--- src/rtl/trim_margin_pkg.sv ---
package trim_margin_pkg;

    localparam int TM_DAC_W = 8;

    typedef enum logic [1:0] {
        MODE_OFF  = 2'b00,
        MODE_NOM  = 2'b01,
        MODE_HIGH = 2'b10,
        MODE_LOW  = 2'b11
    } mode_e;

    typedef enum logic [2:0] {
        ST_IDLE,
        ST_DELAY,
        ST_SEED,
        ST_WAIT,
        ST_MEAS,
        ST_HOLD
    } state_e;

    typedef struct packed {
        state_e                state;
        mode_e                 mode;
        logic [TM_DAC_W-1:0]   code;
        logic                  trim_en;
        logic                  done;
    } ctrl_s;

endpackage

--- src/rtl/trim_cmd_arb.sv ---
module trim_cmd_arb
    import trim_margin_pkg::*;
(
    input  logic       clk,
    input  logic       rst_n,
    input  logic       pin_en_i,
    input  logic       reg_en_i,
    input  logic       up_pin_i,
    input  logic       dn_pin_i,
    input  logic       cmd_wr_i,
    input  logic [1:0] cmd_i,
    output logic       ev_o,
    output mode_e      mode_o
);

    mode_e pin_req;
    mode_e pin_d, pin_q;
    logic  pin_chg;
    logic  reg_hit;

    always_comb begin
        pin_req = MODE_OFF;
        if (pin_en_i) begin
            if (up_pin_i && !dn_pin_i)
                pin_req = MODE_HIGH;
            else if (dn_pin_i && !up_pin_i)
                pin_req = MODE_LOW;
        end
        pin_d   = pin_req;
        pin_chg = (pin_req != pin_q);
        reg_hit = cmd_wr_i && reg_en_i;
        ev_o    = pin_chg || reg_hit;
        // pin changes take precedence over a same-edge register write
        mode_o  = pin_chg ? pin_req : mode_e'(cmd_i);
    end

    always_ff @(posedge clk or negedge rst_n) begin
        if (!rst_n)
            pin_q <= MODE_OFF;
        else
            pin_q <= pin_d;
    end


    pin_gate_chk: assert property (@(posedge clk) disable iff (!rst_n)
        (!pin_en_i && !$past(pin_en_i) && !cmd_wr_i) |-> !ev_o);

endmodule

--- src/rtl/trim_dly_timer.sv ---
module trim_dly_timer #(
    parameter int U0 = 5,
    parameter int U1 = 10,
    parameter int U2 = 20,
    parameter int U3 = 35
) (
    input  logic       clk,
    input  logic       rst_n,
    input  logic       clr_i,
    input  logic       run_i,
    input  logic       tick_i,
    input  logic [1:0] sel_i,
    output logic       expired_o
);

    localparam int M01  = (U0 > U1) ? U0 : U1;
    localparam int M23  = (U2 > U3) ? U2 : U3;
    localparam int MAXU = (M01 > M23) ? M01 : M23;
    localparam int CW   = $clog2(MAXU + 1);

    typedef struct packed {
        logic [CW-1:0] cnt;
    } tmr_s;

    tmr_s          d, q;
    logic [CW-1:0] lim;

    always_comb begin
        case (sel_i)
            2'd0:    lim = CW'(U0);
            2'd1:    lim = CW'(U1);
            2'd2:    lim = CW'(U2);
            default: lim = CW'(U3);
        endcase
        d = q;
        if (clr_i)
            d.cnt = '0;
        else if (run_i && tick_i && (q.cnt < lim))
            d.cnt = q.cnt + 1'b1;
        expired_o = run_i && (q.cnt >= lim);
    end

    always_ff @(posedge clk or negedge rst_n) begin
        if (!rst_n)
            q <= '0;
        else
            q <= d;
    end


    cnt_bound_chk: assert property (@(posedge clk) disable iff (!rst_n)
        q.cnt <= CW'(MAXU));


    clr_zero_chk: assert property (@(posedge clk) disable iff (!rst_n)
        clr_i |=> (q.cnt == '0));

endmodule

--- src/rtl/trim_step_calc.sv ---
module trim_step_calc
    import trim_margin_pkg::*;
#(
    parameter int ADC_W = 10
) (
    input  logic [TM_DAC_W-1:0] code_i,
    input  logic [TM_DAC_W-1:0] target_i,
    input  logic [ADC_W-1:0]    meas_i,
    input  logic                neg_i,
    output logic                eq_o,
    output logic [TM_DAC_W-1:0] next_o
);

    localparam int SH = ADC_W - TM_DAC_W;
    localparam int EW = ADC_W + 2;

    logic [EW-1:0]        tgt_ext;
    logic signed [EW-1:0] diff;
    logic [EW-1:0]        mag;
    logic                 below;
    logic                 go_up;

    always_comb begin
        tgt_ext = EW'(target_i) << SH;
        diff    = $signed({2'b00, meas_i}) - $signed(tgt_ext);
        mag     = diff[EW-1] ? $unsigned(-diff) : $unsigned(diff);
        eq_o    = mag < (EW'(1) << SH);
        below   = diff[EW-1];
        go_up   = below ^ neg_i;
        next_o  = code_i;
        if (!eq_o) begin
            if (go_up) begin
                if (code_i != {TM_DAC_W{1'b1}})
                    next_o = code_i + 1'b1;
            end else begin
                if (code_i != '0)
                    next_o = code_i - 1'b1;
            end
        end
    end

endmodule

--- src/rtl/trim_margin_ctrl.sv ---
module trim_margin_ctrl
    import trim_margin_pkg::*;
#(
    parameter int ADC_W  = 10,
    parameter int DLY_U0 = 5,
    parameter int DLY_U1 = 10,
    parameter int DLY_U2 = 20,
    parameter int DLY_U3 = 35
) (
    input  logic                clk,
    input  logic                rst_n,
    input  logic                upd_tick_i,
    input  logic                dly_tick_i,
    input  logic [1:0]          dly_sel_i,
    input  logic                pin_en_i,
    input  logic                reg_en_i,
    input  logic                neg_trim_i,
    input  logic                up_pin_i,
    input  logic                dn_pin_i,
    input  logic                cmd_wr_i,
    input  logic [1:0]          cmd_i,
    input  logic [TM_DAC_W-1:0] tgt_nom_i,
    input  logic [TM_DAC_W-1:0] tgt_high_i,
    input  logic [TM_DAC_W-1:0] tgt_low_i,
    output logic                adc_req_o,
    output logic                adc_sel_o,
    input  logic                adc_valid_i,
    input  logic [ADC_W-1:0]    adc_data_i,
    output logic [TM_DAC_W-1:0] dac_code_o,
    output logic                trim_en_o,
    output logic                ready_o,
    output logic                done_o
);

    ctrl_s                d, q;
    logic                 arb_ev;
    mode_e                arb_mode;
    logic                 dly_expired;
    logic [TM_DAC_W-1:0]  target;
    logic                 meas_eq;
    logic [TM_DAC_W-1:0]  step_code;

    trim_cmd_arb u_arb (
        .clk      (clk),
        .rst_n    (rst_n),
        .pin_en_i (pin_en_i),
        .reg_en_i (reg_en_i),
        .up_pin_i (up_pin_i),
        .dn_pin_i (dn_pin_i),
        .cmd_wr_i (cmd_wr_i),
        .cmd_i    (cmd_i),
        .ev_o     (arb_ev),
        .mode_o   (arb_mode)
    );

    trim_dly_timer #(
        .U0 (DLY_U0),
        .U1 (DLY_U1),
        .U2 (DLY_U2),
        .U3 (DLY_U3)
    ) u_dly (
        .clk       (clk),
        .rst_n     (rst_n),
        .clr_i     (arb_ev),
        .run_i     (q.state == ST_DELAY),
        .tick_i    (dly_tick_i),
        .sel_i     (dly_sel_i),
        .expired_o (dly_expired)
    );

    trim_step_calc #(
        .ADC_W (ADC_W)
    ) u_step (
        .code_i   (q.code),
        .target_i (target),
        .meas_i   (adc_data_i),
        .neg_i    (neg_trim_i),
        .eq_o     (meas_eq),
        .next_o   (step_code)
    );

    always_comb begin
        case (q.mode)
            MODE_HIGH: target = tgt_high_i;
            MODE_LOW:  target = tgt_low_i;
            default:   target = tgt_nom_i;
        endcase
    end

    always_comb begin
        d = q;
        case (q.state)
            ST_IDLE: ;
            ST_DELAY: begin
                if (dly_expired)
                    d.state = q.trim_en ? ST_WAIT : ST_SEED;
            end
            ST_SEED: begin
                if (adc_valid_i) begin
                    d.code    = adc_data_i[ADC_W-1 -: TM_DAC_W];
                    d.trim_en = 1'b1;
                    d.state   = ST_WAIT;
                end
            end
            ST_WAIT: begin
                if (upd_tick_i)
                    d.state = ST_MEAS;
            end
            ST_MEAS: begin
                if (adc_valid_i) begin
                    if (meas_eq) begin
                        d.state = ST_HOLD;
                        d.done  = 1'b1;
                    end else begin
                        d.code  = step_code;
                        d.state = ST_WAIT;
                    end
                end
            end
            ST_HOLD: ;
            default: d.state = ST_IDLE;
        endcase
        if (arb_ev) begin
            d.mode = arb_mode;
            d.done = 1'b0;
            if (arb_mode == MODE_OFF) begin
                d.state   = ST_IDLE;
                d.trim_en = 1'b0;
            end else begin
                d.state = ST_DELAY;
            end
        end
    end

    always_ff @(posedge clk or negedge rst_n) begin
        if (!rst_n) begin
            q.state   <= ST_IDLE;
            q.mode    <= MODE_OFF;
            q.code    <= '0;
            q.trim_en <= 1'b0;
            q.done    <= 1'b0;
        end else begin
            q <= d;
        end
    end

    assign adc_req_o  = (q.state == ST_SEED) || (q.state == ST_MEAS);
    assign adc_sel_o  = (q.state == ST_MEAS);
    assign dac_code_o = q.code;
    assign trim_en_o  = q.trim_en;
    assign done_o     = q.done;
    assign ready_o    = (q.state == ST_HOLD);


    off_release_chk: assert property (@(posedge clk) disable iff (!rst_n)
        (arb_ev && arb_mode == MODE_OFF) |=> (!trim_en_o && !done_o && !ready_o));


    seed_first_chk: assert property (@(posedge clk) disable iff (!rst_n)
        $rose(trim_en_o) |-> $past(adc_valid_i && adc_req_o && !adc_sel_o));


    single_step_chk: assert property (@(posedge clk) disable iff (!rst_n)
        (trim_en_o && $past(trim_en_o)) |->
            (({1'b0, dac_code_o}) == ({1'b0, $past(dac_code_o)}) ||
             ({1'b0, dac_code_o}) == ({1'b0, $past(dac_code_o)} + 9'd1) ||
             ({1'b0, dac_code_o} + 9'd1) == ({1'b0, $past(dac_code_o)})));


    sel_steady_chk: assert property (@(posedge clk) disable iff (!rst_n)
        (adc_req_o && $past(adc_req_o) && !$past(adc_valid_i)) |-> $stable(adc_sel_o));


    hold_frozen_chk: assert property (@(posedge clk) disable iff (!rst_n)
        (done_o && $past(done_o)) |-> $stable(dac_code_o));


    no_wrap_chk: assert property (@(posedge clk) disable iff (!rst_n)
        (trim_en_o && $past(trim_en_o) && $past(dac_code_o) == 8'hFF) |-> (dac_code_o != 8'h00));


    keep_drive_chk: assert property (@(posedge clk) disable iff (!rst_n)
        (trim_en_o && arb_ev && arb_mode != MODE_OFF) |=> (trim_en_o && !done_o));

endmodule

--- config.mk ---
export PLATFORM = sky130hd
export DESIGN_NAME = trim_margin_ctrl
export DESIGN_NICKNAME = d
export VERILOG_FILES = /design/src/rtl/trim_margin_pkg.sv /design/src/rtl/trim_cmd_arb.sv /design/src/rtl/trim_dly_timer.sv /design/src/rtl/trim_step_calc.sv /design/src/rtl/trim_margin_ctrl.sv
export SDC_FILE = /design/constraint.sdc
export NUM_CORES = 1
export LEC_CHECK = 0
export CAP_MARGIN = 20
export CORE_ASPECT_RATIO = 0.75
export CORE_MARGIN = 2
export CORE_UTILIZATION = 58
export CTS_CLUSTER_SIZE = 10
export DETAILED_ROUTE_END_ITERATION = 10
export DONT_BUFFER_PORTS = 1
export PLACE_DENSITY = 0.78
export SLEW_MARGIN = 20
export SYNTH_ARGS = -nofsm -noshare
export SYNTH_HDL_FRONTEND = slang
export SYNTH_SLANG_ARGS = --single-unit
--- constraint.sdc ---
create_clock -name clk -period 11.12 [get_ports clk]
set_input_delay 2.224 -clock clk [delete_from_list [all_inputs] [get_ports clk]]
set_output_delay 2.224 -clock clk [all_outputs]
set_load 0.05 [all_outputs]
==> results.md <==
* Worst path slowest cell: xor2_2
* Final Setup Violations at 0
* CTS tree: built
* WS Path Type: input pin to flip-flop
* Post-DRT Antenna Nets at 0
* Req. time, crit path at 11.27 ns
* Critical path's largest stage delay at 0.44 ns
* Hold Path Class: flip-flop to flip-flop
* Vias in the first global route at 2031
* Reg2reg start: q[10]$_DFFE_PN0N_
* Yosys top cell area share at 0.217
* Outcome: completed
* Top Family by Delay on Critical Path: compound AO/OA/AOI/OAI gates
* Die area at 0.00514 mm2
* CTS Hold Bufs at 0
* PortBufs at 0
* Share of cells above drive strength 1 at 0.0633
* FF-to-FF path depth at 17
* Synth Cell Area at 0.00266 mm2
* Starting DRT DRC Count at 70
* Post-DP HPWL at 4760 um
* Leak at 1.26 nW
* WL per Instance at 16.6 um
* CP endpoint kind: flip-flop
* Final setup TNS at 0 ns
* Via Count at 2175
* Mean Syn Cell Area at 8.38 um2
* Gpl congestion at 0.984
* First-pass GRT wire length at 9800 um
* Synth area leaders: dfrtp_1, ha_1, mux2i_1
* CTS clk-pin slew, worst paths at 0.09 ns
* Max Slew Vio Count at 0
* Die width at 82.2 um
* Num ports at 62
* #FFs+latches synth at 23
* Max_cap viols at 0
* CP Cell Sequence: mux2i_1, a21oi_1, ha_1, fa_1, nor2b_1, o21ai_2, a2bb2oi_4, xor2_2, ha_1, a21oi_1, nor2b_1, o31a_1, o41ai_1, xor2_1, nor3_1, a31oi_1, o2bb2ai_1
* Num CTS Buffers at 3
* Via density at 6.09
* DRC Markers at 0
* Max-slew headroom at 0.362
* Count of different cell masters after synthesis at 63
* Worst Clk Skew at 0.00404 ns
* Largest net degree at the start of global routing at 24
* Area of the core at 0.00444 mm2
* Initial Util at 0.598
* Levels on crit path at 17
* Root buffer cell: clkbuf_8
* CP arrival at 5.83 ns
* Initial antenna violation count at 0
* GR Util All Layers at 0.242
* EDFF count, synth at 0
* Setup repair bufs after CTS at 0
* F_max at 176 MHz
* Post-CTS resize count at 0
* CP Launch Type: input pin
* Fillers at 406
* Area growth, synth to finish at -0.0470%
* Ys flop type: dfrtp_1
* Worst slew pin tran at 0.954 ns
* Cell accounting for the most synthesized area: dfrtp_1
* DRT Pass-1 Iters at 4
* Final-report hold violation count at 0
* Detailed Route WL at 5940 um
* Antenna cells at 0
* Ys async rst share at 1.00
* Max clock buf depth at 2
* Crit path from: tgt_low_i[0]
* CTS Sinks at 23
* Peak VDD IR at 0.000132 V
* Cell Rows at 21
* Pwr dens at 191 mW/mm2
* Post-route minimum period at 5.68 ns
* Crit Reg-Reg Endpoint: dac_code_o[7]$_DFFE_PN0P_
* Max H-tree Level at 1
* Remaining Overflow, GRT at 0
* Post-synthesis sequential area ratio at 0.217
* Die Y at 62.6 um
* Power, Total at 0.000507 W
* Worst-path fanout max at 10
* Critical Path Sink: dac_code_o[7]$_DFFE_PN0P_
* Part of the cycle the worst path needs at 0.511
* Buf/Inv on CP at 0
* Post-Syn Nets at 395
* # nets final at 379
* Clock Latency Late Sink at 0.27 ns
* Syn. warnings at 0
* Worst R2R Setup Slack at 6.64 ns
* RSZ-0062 raised after global routing: no
* Synth Instances at 317
==> metrics by stage <==
step,hold WS [ns],utilization,area (um2),setup WS (ns),instances
6_report,0.595,0.598,2660,5.44,357
5_1_grt,0.623,0.598,2660,5.14,357
4_1_cts,0.596,0.598,2660,5.45,357
3_5_place_dp,0.584,0.588,2610,5.18,353
3_3_place_gp,0.545,0.588,2610,5.29,353
2_1_floorplan,0.511,-,2660,5.55,317
==> state kept, by name (all words and copies together), names as in the netlist <==
register     flops
u_arb.pin_q      2
dac_code_o       8
u_dly.q          6
q                5
done_o           1
trim_en_o        1
==> placed cells by master (no fill, tap or decap), types with 3 or more instances in the layout <==
cell type | netlist | final
xor2_1 | 10 | 10
o21ai_0 | 22 | 22
nand2_1 | 19 | 19
o21a_1 | 4 | 4
nor4_1 | 5 | 5
nand4_1 | 5 | 5
inv_1 | 22 | 22
a211o_1 | 3 | 3
a21o_1 | 3 | 3
a31oi_1 | 4 | 4
nor2b_1 | 9 | 9
dfrtp_1 | 23 | 23
and3_1 | 3 | 3
mux2i_1 | 13 | 13
clkbuf_8 | 0 | 3
xnor2_1 | 7 | 7
mux2_4 | 5 | 5
nand3_1 | 10 | 10
nor2_1 | 30 | 30
ha_1 | 27 | 27
a21oi_1 | 16 | 16
nor3_1 | 6 | 6
nand2b_1 | 3 | 3
==> cell usage after synthesis, types with 4 or more instances <==
cell / n
nor2_1: 30
o21ai_0: 22
a21oi_1: 16
nor4_1: 5
inv_1: 22
dfrtp_1: 23
mux2_4: 5
nand2_1: 19
a31oi_1: 4
nand3_1: 10
o21a_1: 4
nor3_1: 6
clkbuf_1: 10
mux2i_1: 13
xor2_1: 10
buf_4: 8
nor2b_1: 9
xnor2_1: 7
nand4_1: 5
ha_1: 27
==> per-layer routing <==
metal / track usage / share of wire / vias to the layer above
met2: 0.364 / 0.44 / 63
met1: 0.362 / 0.50 / 1005
met5: 0 / 0 / -
met4: 0.0292 / 0.0067 / 0
li1: - / - / 1103
met3: 0.0535 / 0.054 / 4
==> layout make-up <==
class	count	area, um2	area share
Multi-Input combinational cell	251	1880	0.708
Sequential cell	23	576	0.217
Inverter	22	82.6	0.0311
Tap cell	57	71.3	0.0268
Clock buffer	4	45.0	0.0170
==> report_power, final <==
group          switching (W)  internal, W   total, W
Sequential         0.0000813    0.0000997   0.000181
Clock              0.0000278    0.0000256  0.0000534
Combinational       0.000144     0.000129   0.000273
==> logic make-up after synthesis <==
logic type	share of synthesized area
and+or+nand+nor	0.223
AOI/OAI and AO/OA	0.200
buffers and inverters	0.0753
adders and majority gates	0.146
DFF	0.217
xor gates and xnor gates	0.0621
muxes	0.0772
==> worst min-delay path by stage <==
stage | start | to | slack, ns | cells past startpoint
final | u_dly.q[5]$_DFFE_PN0P_ | u_dly.q[5]$_DFFE_PN0P_ | 0.59 | 2
after global routing | u_dly.q[3]$_DFFE_PN0P_ | u_dly.q[3]$_DFFE_PN0P_ | 0.62 | 2
after CTS | u_dly.q[4]$_DFFE_PN0P_ | u_dly.q[4]$_DFFE_PN0P_ | 0.60 | 2
after detailed placement | u_dly.q[4]$_DFFE_PN0P_ | u_dly.q[4]$_DFFE_PN0P_ | 0.58 | 2
after global placement | u_dly.q[5]$_DFFE_PN0P_ | u_dly.q[5]$_DFFE_PN0P_ | 0.54 | 2
after floorplan | u_dly.q[5]$_DFFE_PN0P_ | u_dly.q[5]$_DFFE_PN0P_ | 0.51 | 2
==> worst min-delay path: cells and delay by family, from the launching register on <==
kind	cells	cell delay (ns)
XOR/XNOR	1	0.08
flip-flops	1	0.39
AND/OR/NAND/NOR	1	0.08
(Power assumes the default switching activity.)
